<file path="src/rtl/pf_pkg.sv">
package pf_pkg;
    typedef enum logic [2:0] {
        OC_NONE,
        OC_ISSUE,
        OC_FULL,
        OC_INV,
        OC_REDUND
    } outcome_e;

    typedef enum logic [1:0] {
        Q_EMPTY,
        Q_PARTIAL,
        Q_FULL
    } qstate_e;

    localparam int unsigned IDX_ISSUE  = 0;
    localparam int unsigned IDX_FULL   = 1;
    localparam int unsigned IDX_INV    = 2;
    localparam int unsigned IDX_REDUND = 3;
    localparam int unsigned N_OUTCOME  = 4;
endpackage

</file>
<file path="src/rtl/pf_classify.sv">
module pf_classify
    import pf_pkg::*;
#(
    parameter int unsigned ADDR_W = 32,
    parameter int unsigned MSHR_N = 4,
    parameter int unsigned DEPTH  = 8
) (
    input  logic                     cand_valid,
    input  logic                     cand_inv,
    input  logic [ADDR_W-1:0]        cand_line,
    input  logic [MSHR_N-1:0]        mshr_valid,
    input  logic [MSHR_N*ADDR_W-1:0] mshr_line,
    input  logic [DEPTH-1:0]         q_vld,
    input  logic [DEPTH*ADDR_W-1:0]  q_lines,
    input  logic                     q_full,
    output outcome_e                 outcome
);
    logic [MSHR_N-1:0] mshr_hit;
    logic [DEPTH-1:0]  queue_hit;

    for (genvar m = 0; m < MSHR_N; m++) begin : g_mshr_cmp
        assign mshr_hit[m] = mshr_valid[m] &&
                             (mshr_line[m*ADDR_W +: ADDR_W] == cand_line);
    end

    for (genvar q = 0; q < DEPTH; q++) begin : g_queue_cmp
        assign queue_hit[q] = q_vld[q] &&
                              (q_lines[q*ADDR_W +: ADDR_W] == cand_line);
    end

    always_comb begin
        if (!cand_valid)
            outcome = OC_NONE;
        else if (cand_inv)
            outcome = OC_INV;
        else if (|mshr_hit || |queue_hit)
            outcome = OC_REDUND;
        else if (q_full)
            outcome = OC_FULL;
        else
            outcome = OC_ISSUE;
    end
endmodule

</file>
<file path="src/rtl/pf_req_fifo.sv">
module pf_req_fifo
    import pf_pkg::*;
#(
    parameter int unsigned ADDR_W = 32,
    parameter int unsigned DEPTH  = 8
) (
    input  logic                    clk,
    input  logic                    rst_n,
    input  logic                    push,
    input  logic [ADDR_W-1:0]       push_line,
    input  logic                    pop,
    output logic                    full,
    output logic                    not_empty,
    output logic [ADDR_W-1:0]       head_line,
    output logic [DEPTH-1:0]        q_vld,
    output logic [DEPTH*ADDR_W-1:0] q_lines
);
    localparam int unsigned PTR_W = (DEPTH > 1) ? $clog2(DEPTH) : 1;
    localparam int unsigned OCC_W = $clog2(DEPTH + 1);
    localparam logic [PTR_W-1:0] LAST_PTR  = PTR_W'(DEPTH - 1);
    localparam logic [OCC_W-1:0] NEAR_FULL = OCC_W'(DEPTH - 1);
    localparam logic [OCC_W-1:0] ONE_LEFT  = OCC_W'(1);

    qstate_e            state, state_nxt;
    logic [ADDR_W-1:0]  slots [DEPTH];
    logic [DEPTH-1:0]   slot_vld;
    logic [PTR_W-1:0]   wr_ptr, rd_ptr;
    logic [OCC_W-1:0]   occ;

    always_ff @(posedge clk or negedge rst_n) begin
        if (!rst_n)
            state <= Q_EMPTY;
        else
            state <= state_nxt;
    end

    always_comb begin
        state_nxt = state;
        unique case (state)
            Q_EMPTY:   if (push) state_nxt = Q_PARTIAL;
            Q_PARTIAL: begin
                if (push && !pop && occ == NEAR_FULL)
                    state_nxt = Q_FULL;
                else if (pop && !push && occ == ONE_LEFT)
                    state_nxt = Q_EMPTY;
            end
            Q_FULL:    if (pop) state_nxt = Q_PARTIAL;
            default:   state_nxt = Q_EMPTY;
        endcase
    end

    always_comb begin
        full      = (state == Q_FULL);
        not_empty = (state != Q_EMPTY);
        head_line = slots[rd_ptr];
    end

    always_ff @(posedge clk or negedge rst_n) begin
        if (!rst_n) begin
            wr_ptr   <= '0;
            rd_ptr   <= '0;
            occ      <= '0;
            slot_vld <= '0;
        end else begin
            if (push)
                wr_ptr <= (wr_ptr == LAST_PTR) ? '0 : wr_ptr + 1'b1;
            if (pop)
                rd_ptr <= (rd_ptr == LAST_PTR) ? '0 : rd_ptr + 1'b1;
            if (push && !pop)
                occ <= occ + 1'b1;
            else if (pop && !push)
                occ <= occ - 1'b1;
            for (int i = 0; i < DEPTH; i++) begin
                if (push && wr_ptr == PTR_W'(i))
                    slot_vld[i] <= 1'b1;
                else if (pop && rd_ptr == PTR_W'(i))
                    slot_vld[i] <= 1'b0;
            end
        end
    end

    always_ff @(posedge clk) begin
        if (push)
            slots[wr_ptr] <= push_line;
    end

    for (genvar s = 0; s < DEPTH; s++) begin : g_flat
        assign q_lines[s*ADDR_W +: ADDR_W] = slots[s];
    end
    assign q_vld = slot_vld;
endmodule

</file>
<file path="src/rtl/pf_outcome_counters.sv">
module pf_outcome_counters #(
    parameter int unsigned CNT_W = 16,
    parameter int unsigned N     = 4
) (
    input  logic               clk,
    input  logic               rst_n,
    input  logic               clr,
    input  logic [N-1:0]       inc,
    output logic [N*CNT_W-1:0] cnt_flat
);
    localparam logic [CNT_W-1:0] CNT_MAX = '1;

    for (genvar k = 0; k < N; k++) begin : g_cnt
        logic [CNT_W-1:0] value;
        always_ff @(posedge clk or negedge rst_n) begin
            if (!rst_n)
                value <= '0;
            else if (clr)
                value <= '0;
            else if (inc[k] && value != CNT_MAX)
                value <= value + 1'b1;
        end
        assign cnt_flat[k*CNT_W +: CNT_W] = value;
    end
endmodule

</file>
<file path="src/rtl/pf_filter_queue.sv">
module pf_filter_queue
    import pf_pkg::*;
#(
    parameter int unsigned ADDR_W = 32,
    parameter int unsigned MSHR_N = 4,
    parameter int unsigned DEPTH  = 8,
    parameter int unsigned CNT_W  = 16
) (
    input  logic                     clk,
    input  logic                     rst_n,
    input  logic                     cnt_clr,
    input  logic                     cand_valid,
    input  logic [ADDR_W-1:0]        cand_line,
    input  logic                     cand_inv,
    input  logic [MSHR_N-1:0]        mshr_valid,
    input  logic [MSHR_N*ADDR_W-1:0] mshr_line,
    output logic                     req_valid,
    input  logic                     req_ready,
    output logic [ADDR_W-1:0]        req_line,
    output logic [CNT_W-1:0]         cnt_issued,
    output logic [CNT_W-1:0]         cnt_full,
    output logic [CNT_W-1:0]         cnt_inv,
    output logic [CNT_W-1:0]         cnt_redund
);
    outcome_e                  outcome;
    logic                      q_full;
    logic [DEPTH-1:0]          q_vld;
    logic [DEPTH*ADDR_W-1:0]   q_lines;
    logic                      do_push, do_pop;
    logic [N_OUTCOME-1:0]      inc;
    logic [N_OUTCOME*CNT_W-1:0] cnt_flat;

    pf_classify #(.ADDR_W(ADDR_W), .MSHR_N(MSHR_N), .DEPTH(DEPTH)) u_cls (
        .cand_valid (cand_valid),
        .cand_inv   (cand_inv),
        .cand_line  (cand_line),
        .mshr_valid (mshr_valid),
        .mshr_line  (mshr_line),
        .q_vld      (q_vld),
        .q_lines    (q_lines),
        .q_full     (q_full),
        .outcome    (outcome)
    );

    always_comb begin
        do_push          = (outcome == OC_ISSUE);
        do_pop           = req_valid && req_ready;
        inc              = '0;
        inc[IDX_ISSUE]   = (outcome == OC_ISSUE);
        inc[IDX_FULL]    = (outcome == OC_FULL);
        inc[IDX_INV]     = (outcome == OC_INV);
        inc[IDX_REDUND]  = (outcome == OC_REDUND);
    end

    pf_req_fifo #(.ADDR_W(ADDR_W), .DEPTH(DEPTH)) u_fifo (
        .clk       (clk),
        .rst_n     (rst_n),
        .push      (do_push),
        .push_line (cand_line),
        .pop       (do_pop),
        .full      (q_full),
        .not_empty (req_valid),
        .head_line (req_line),
        .q_vld     (q_vld),
        .q_lines   (q_lines)
    );

    pf_outcome_counters #(.CNT_W(CNT_W), .N(N_OUTCOME)) u_cnt (
        .clk      (clk),
        .rst_n    (rst_n),
        .clr      (cnt_clr),
        .inc      (inc),
        .cnt_flat (cnt_flat)
    );

    assign cnt_issued = cnt_flat[IDX_ISSUE*CNT_W  +: CNT_W];
    assign cnt_full   = cnt_flat[IDX_FULL*CNT_W   +: CNT_W];
    assign cnt_inv    = cnt_flat[IDX_INV*CNT_W    +: CNT_W];
    assign cnt_redund = cnt_flat[IDX_REDUND*CNT_W +: CNT_W];
endmodule

</file>
<file path="config.mk">
export PLATFORM = sky130hd
export DESIGN_NAME = pf_filter_queue
export DESIGN_NICKNAME = d
export VERILOG_FILES = /design/src/rtl/pf_pkg.sv /design/src/rtl/pf_classify.sv /design/src/rtl/pf_req_fifo.sv /design/src/rtl/pf_outcome_counters.sv /design/src/rtl/pf_filter_queue.sv
export SDC_FILE = /design/constraint.sdc
export NUM_CORES = 1
export LEC_CHECK = 0
export ABC_AREA = 1
export CORE_UTILIZATION = 50
export CTS_CLUSTER_DIAMETER = 100
export CTS_CLUSTER_SIZE = 16
export DETAILED_ROUTE_END_ITERATION = 8
export DONT_BUFFER_PORTS = 1
export SYNTH_ARGS = -nofsm -noshare
export SYNTH_HDL_FRONTEND = slang
export SYNTH_SLANG_ARGS = --single-unit
</file>
<file path="constraint.sdc">
create_clock -name clk -period 5.6 [get_ports clk]
set_input_delay 0.84 -clock clk [delete_from_list [all_inputs] [get_ports clk]]
set_output_delay 0.84 -clock clk [all_outputs]
set_load 0.005 [all_outputs]
</file>
==> results of run 1 <==
## worst max path at each step
stage,start,to,slack (ps),cells past startpoint
CTS,u_fifo.rd_ptr[1],req_line[22],1170,7
global route,u_fifo.rd_ptr[1],req_line[22],950,7
detailed placement,cand_line[1],u_fifo.slots[5][15],1310,16
finish,u_fifo.rd_ptr[1],req_line[22],1020,7
global placement,cand_line[1],u_fifo.slots[5][15],1330,16
floorplan,cand_line[3],u_fifo.slots[1][0],690,16
## cell families (layout without fill, tap and decap cells)
group,count (synthesis),after routing,share of synthesized area [%]
XOR/XNOR,88,88,3.73
adder cells (fa/ha/maj),21,21,1.27
buffers and inverters,492,440,9.94
AO/OA/AOI/OAI,449,449,12.2
AND/OR/NAND/NOR,1276,1276,25.5
flip-flops,340,340,47.4
## synthesized netlist by cell type, types with 6 or more instances
| master | instances |
|---|---|
| nand2_1 | 823 |
| inv_1 | 353 |
| nor2_1 | 262 |
| edfxtp_1 | 256 |
| o21ai_0 | 185 |
| a21oi_1 | 118 |
| dfrtp_1 | 84 |
| xnor2_1 | 76 |
| nand4_1 | 63 |
| nand3_1 | 53 |
| clkbuf_1 | 50 |
| a31oi_1 | 36 |
| o22ai_1 | 33 |
| nor3_1 | 30 |
| inv_2 | 25 |
| o21ai_1 | 22 |
| buf_4 | 21 |
| ha_1 | 21 |
| buf_2 | 19 |
| a221oi_1 | 17 |
| buf_6 | 14 |
| xor2_1 | 12 |
| o211ai_1 | 9 |
| buf_1 | 7 |
| nor2_4 | 7 |
| o221ai_1 | 7 |
| a32o_1 | 6 |
## area by class of cell
| cell class | instances | area, um2 | share of cell area (%) |
|---|---|---|---|
| Tap cell | 532 | 666 | 3.08 |
| Clock inverter | 3 | 26.3 | 0.121 |
| Multi-Input combinational cell | 1834 | 8870 | 41.0 |
| Inverter | 381 | 1430 | 6.62 |
| Sequential cell | 340 | 9790 | 45.3 |
| Clock buffer | 35 | 663 | 3.07 |
| Timing Repair Buffer | 21 | 178 | 0.821 |
## per-stage QoR
| stage | hold slack, ps | setup WS (ps) | power (W) | instance area [um2] | util (%) |
|---|---|---|---|---|---|
| after floorplan | 457 | 694 | 0.00459 | 20700 | - |
| after global placement | 497 | 1330 | 0.00542 | 20900 | 51.2 |
| after detailed placement | 509 | 1310 | 0.00543 | 20900 | 51.2 |
| after CTS | 167 | 1170 | 0.00716 | 21600 | 53.0 |
| after global routing | 177 | 951 | 0.00749 | 21600 | 53.0 |
| final | 151 | 1020 | 0.00725 | 21600 | 53.0 |
## worst max-delay path, stage by stage, from the launching register on
cell     delay [ps]
dfrtp_2        1020
inv_2           680
buf_4           440
a21oi_1         150
o21ai_0         150
o21ai_0         200
nor2_1           80
a31oi_1         410
## power groups by stage
stage	clock, W	sequential [W]	combinational (W)
after global routing	0.00183	0.00317	0.00249
after floorplan	0	0.00306	0.00154
after detailed placement	0	0.00320	0.00222
final	0.00176	0.00316	0.00233
after CTS	0.00176	0.00315	0.00225
after global placement	0	0.00320	0.00222
## sequential cells by signal, indices dropped and copies added, names as in the netlist
register	count
u_fifo.state	2
u_fifo.occ	4
u_fifo.q_vld	8
u_fifo.rd_ptr	3
u_fifo.wr_ptr	3
u_fifo.slots	256
u_cnt.g_cnt.value	64
## cells in the final DEF, fill, tap and decap left out, drive strengths merged, types with 31 or more instances in the layout
cell,count
nand2,827
dfrtp,84
o22ai,33
edfxtp,256
o21ai,207
clkbuf,35
a21oi,118
inv,380
a31oi,36
nand4,64
nor3,31
xnor2,76
nand3,57
nor2,274
## what timing repair did
| item | CTS | global route |
|---|---|---|
| hold buffers | 1 | 0 |
| endpoints found under the setup margin | 0 | 0 |
| endpoints found under the hold margin | 84 | 0 |
| buffers inserted | 0 | 0 |
## metal layers
layer | routed length, um | track usage (%) | part of all wire, %
met5 | 10 | 0 | 0.012
met4 | 4990 | 21.0 | 5.9
met3 | 11600 | 11.2 | 14
met2 | 36000 | 59.5 | 42
met1 | 32100 | 51.8 | 38
==> flow_summary.json, run 1 <==
{
  "run_status": "completed",
  "post-synth-top-area-cell": "edfxtp_1",
  "grt_setup_unrepaired": "false",
  "post-route-period-util_pct": 81.8,
  "grt_start_max_net_pins": 92,
  "crit_type": "register to primary output",
  "drt_pre_antenna_iters": 6,
  "relSlewSlack_pct": 31.4,
  "peakVddDrop_mv": 0.215,
  "wl_per_cell_um": 26.9,
  "clock_insertion_delay_worst_skew_ps": 590,
  "synth-seq-area-share_pct": 47.4,
  "max_freq_mhz": 218,
  "final_antenna_net_count": 0,
  "post_synth_instance_area_um2": 20700,
  "initial_utilization_pct": 50.6,
  "setup_total_neg_slack_ps": 0,
  "netlist.area_leader.share_pct": 37.2,
  "asyncSetResetFlopFracSynth_pct": 24.7,
  "cts-buffers-inserted": 25,
  "groute.usage.overall_pct": 39.6,
  "floorplan.die.width_um": 205,
  "setup.worst_path.start_class": "register",
  "critPathCaptureType": "primary output",
  "p_int_w": 0.00436,
  "finish.cell_count_without_fillers": 3146,
  "via_count_of_the_first_global_routing_pass": 17600,
  "setup_viol": 0,
  "ff2ff_path_depth": 14,
  "die-height_um": 205,
  "gr-total-overflow": 0,
  "hpwl_um": 61600,
  "port_buffers": 0,
  "drt_first_iter_violations": 2693,
  "ys_dominant_reg_cell": "edfxtp_1",
  "drv.max_cap_violation_count": 0,
  "final_max_slew_viol_count": 0,
  "cts_tree": "done",
  "cts-resized-gates": 0,
  "holdCritPathClass": "input pin to asynchronous set/reset pin",
  "timing.reg2reg.setup_slack_ps": 2000,
  "cts_buffer_depth": 3,
  "worst-endpoint-required_ps": 4760,
  "yosys_warnings": 0,
  "finalWorstPathRequiredPeriod_ps": 4580,
  "coreArea_um2": 40800,
  "first_pass_grt_wire_length_um": 119000,
  "syn_avg_cell_area_um2": 7.75,
  "yosys.cell_types.count": 52,
  "antenna_cells": 0,
  "root_buffer": "clkbuf_16",
  "num_io_pins": 267,
  "power.share.sequential_pct": 43.6,
  "cts_sinks": 340,
  "floorplan.die_area_um2": 42200,
  "share_comb_of_total_power_pct": 32.1,
  "regToRegStartpoint": "u_fifo.slots[1][23]",
  "antenna_found_initial": 1,
  "timing_worst_slew_pin_value_ps": 1030,
  "routed_wirelength_um": 84600,
  "synth_area_leaders": "edfxtp_1, nand2_1, dfrtp_1",
  "netSwitchingFraction_pct": 39.8,
  "syn_nets": 2857,
  "via_per_inst": 6.04,
  "drcViolationCount": 0,
  "nNetsFinal": 2794,
  "clock_skew_ps": 20.9,
  "static-leakage-power_nw": 9.30,
  "flow.area_growth_from_synthesis_pct": 4.62,
  "clock_tree.htree_level_count": 1,
  "clock_power_share_pct": 24.2,
  "placed_cells_incl_taps": 3107,
  "drive_above_1_share_pct": 4.36,
  "critical_path.max_fanout": 44,
  "hold_viol": 0,
  "regToRegEndpoint": "u_fifo.slots[5][3]",
  "place_congestion": 1.04,
  "row_count": 74,
  "power.switching_w": 0.00289,
  "cp_data_arrival_time_ps": 3740,
  "power_density_nw_per_um2": 335,
  "fillCellCount": 4050,
  "vias": 19000,
  "ys_seq_elements": 340,
  "synthCells": 2666,
  "clkSlewWorstSetupHoldPaths_ps": 90,
  "synth_edf_count": 256
}
(Power assumes the default switching activity.)
==> run 2, diff against run 1 <==
- PLACE_DENSITY: unset -> 0.68
- clock period: 5.6 -> 4.1 ns (I/O delays scaled with it)
==> run 2 against run 1 <==
Combinational power up 39%. Sequential cell count unchanged. Critical path depth down 2. Largest power group unchanged.
==> flow_summary.json, run 2 (synthesized netlist as in run 1, its figures left out) <==
{
  "mostFrequentLayoutCells": "nand2_1, inv_1, nor2_1, edfxtp_1, o21ai_0",
  "nNetsFinal": 2806,
  "placed_cells_incl_taps": 3118,
  "vias": 19400,
  "dpl_worst_slack_ps": 519,
  "clkSlewWorstSetupHoldPaths_ps": 80,
  "cts_tree": "done",
  "relSlewSlack_pct": 42.0,
  "largest_register_ffs": 256,
  "holdPathEnd": "u_cnt.g_cnt[1].value[6]",
  "floorplan.die.width_um": 205,
  "timing.reg2reg.setup_slack_ps": 890,
  "timing_worst_slew_pin_value_ps": 870,
  "run_status": "completed",
  "wl_per_cell_um": 27.7,
  "critical_path.max_fanout": 38,
  "worst-endpoint-required_ps": 3480,
  "finalWorstPathRequiredPeriod_ps": 3430,
  "antenna_found_initial": 0,
  "row_count": 74,
  "hpwl_um": 64700,
  "setup_viol": 0,
  "grt_setup_unrepaired": "false",
  "fillCellCount": 3898,
  "crit_type": "register to primary output",
  "die-height_um": 205,
  "drv.max_cap_violation_count": 0,
  "power_density_nw_per_um2": 456,
  "floorplan.die_area_um2": 42200,
  "initial_utilization_pct": 50.6,
  "max_freq_mhz": 292,
  "hold_viol": 0,
  "drcViolationCount": 0,
  "drt_pre_antenna_iters": 6,
  "registers.top_by_ff_count": "u_fifo.slots",
  "regToRegStartpoint": "u_fifo.slots[5][4]",
  "clock_skew_ps": 35.3,
  "drive_above_1_share_pct": 4.75,
  "post-route-period-util_pct": 83.6,
  "peakVddDrop_mv": 0.418,
  "static-leakage-power_nw": 9.39,
  "flow.area_growth_from_synthesis_pct": 5.56,
  "min_path_cells": 1,
  "place_congestion": 1.09,
  "cts-buffers-inserted": 25,
  "groute.usage.overall_pct": 41.0,
  "mostFrequentLayoutCell": "nand2_1",
  "cts-resized-gates": 0,
  "clock_insertion_delay_worst_skew_ps": 600,
  "final_core_utilization_pct": 53.4,
  "family_with_the_most_delay_on_the_worst_path": "buffers and inverters",
  "drt_first_iter_violations": 2692,
  "regToRegEndpoint": "u_fifo.slots[2][13]",
  "cp_cell_sequence": "buf_4, inv_2, buf_4, a221oi_1, a31oi_1",
  "critPathCaptureType": "primary output",
  "holdCritPathClass": "input pin to register",
  "timing.hold.worst.start": "cnt_clr",
  "cp.buffers_inverters": 3,
  "setup_ws_ps": 672,
  "area.sequential_um2": 9790,
  "cts_sinks": 340,
  "routed_wirelength_um": 87700,
  "num_io_pins": 267,
  "gr-total-overflow": 0,
  "via_per_inst": 6.13,
  "cp_data_arrival_time_ps": 2810,
  "finish.cell_count_without_fillers": 3165,
  "first_pass_grt_wire_length_um": 123000,
  "cts_buffer_depth": 3,
  "clock_tree.htree_level_count": 1,
  "via_count_of_the_first_global_routing_pass": 17900,
  "root_buffer": "clkbuf_16",
  "coreArea_um2": 40800,
  "setup.worst_path.start_class": "register",
  "critPathMaxStageDelay_ps": 670,
  "hold_slack_ps": 80.7,
  "critical_path.slowest_cell": "inv_2",
  "port_buffers": 0,
  "final_antenna_net_count": 0,
  "ff2ff_path_depth": 18,
  "final_max_slew_viol_count": 0,
  "grt_start_max_net_pins": 85,
  "multi_input_comb_area_um2": 8880,
  "cpMostUsedCell": "buf_4"
}
## run 2: cell count changes in the layout (fill, tap and decap cells not counted)
cell / delta
inv_6: -1
diode_2: +1
inv_16: +1
buf_4: +7
dlygate4sd3_1: +1
clkbuf_1: +6
inv_8: +1
nor3_2: -1
clkbuf_8: +1
nor3_4: +1
clkinv_4: -2
buf_12: +4
## run 2: timing repair
item / 4_1_cts / 5_1_grt
hold buffers: 2 / 0
endpoints found under the hold margin: 84 / 0
setup buffers: 0 / 0
## run 2: per-layer routing
| metal | vias up | GRT usage (%) | part of all wire, % |
|---|---|---|---|
| met3 | 285 | 11.8 | 14 |
| li1 | 8554 | - | - |
| met4 | 0 | 24.2 | 6.7 |
| met1 | 9077 | 51.5 | 36 |
| met2 | 1472 | 62.6 | 43 |
| met5 | - | 0 | 0 |
## run 2: worst max-delay path by stage
| stage | endpoint | depth (start not counted) | startpoint |
|---|---|---|---|
| after floorplan | u_fifo.slots[1][0] | 16 | cand_line[3] |
| after global placement | u_fifo.occ[3] | 21 | cand_line[1] |
| after detailed placement | u_fifo.state[0] | 23 | cand_line[21] |
| after CTS | req_line[7] | 5 | u_fifo.rd_ptr[2] |
| after global routing | req_line[20] | 5 | u_fifo.rd_ptr[1] |
| final | req_line[7] | 5 | u_fifo.rd_ptr[2] |
## run 2: final cells by class
| class | count | area share, % |
|---|---|---|
| diodes | 1 | 0.0115 |
| clock buffers | 42 | 3.21 |
| clock inverters | 2 | 0.143 |
| inverters | 381 | 6.56 |
| multi-input cells | 1834 | 40.7 |
| flip-flops and latches | 340 | 44.9 |
| well taps | 532 | 3.05 |
| repair buffers | 33 | 1.47 |
## run 2: where the power goes
| part | total [W] | internal (W) | switching, W |
|---|---|---|---|
| clock | 0.00246 | 0.00118 | 0.00128 |
| combinational | 0.00324 | 0.000899 | 0.00234 |
| sequential | 0.00425 | 0.00398 | 0.000265 |
| total | 0.00995 | 0.00606 | 0.00389 |
## run 2: worst register-to-register path: cells and delay by family, from the launching register on
family        cells  cell delay, ps
buf+inv           4             720
flops             1             460
simple gates     14            1680
## run 2: metrics by stage
stage / cell area (um2) / total power (W) / TNS, ps
final: 21800 / 0.00995 / 0
after detailed placement: 21100 / 0.00741 / 0
after CTS: 21800 / 0.00982 / 0
after floorplan: 20700 / 0.00628 / -129770
after global routing: 21800 / 0.0103 / 0
after global placement: 21100 / 0.00738 / 0
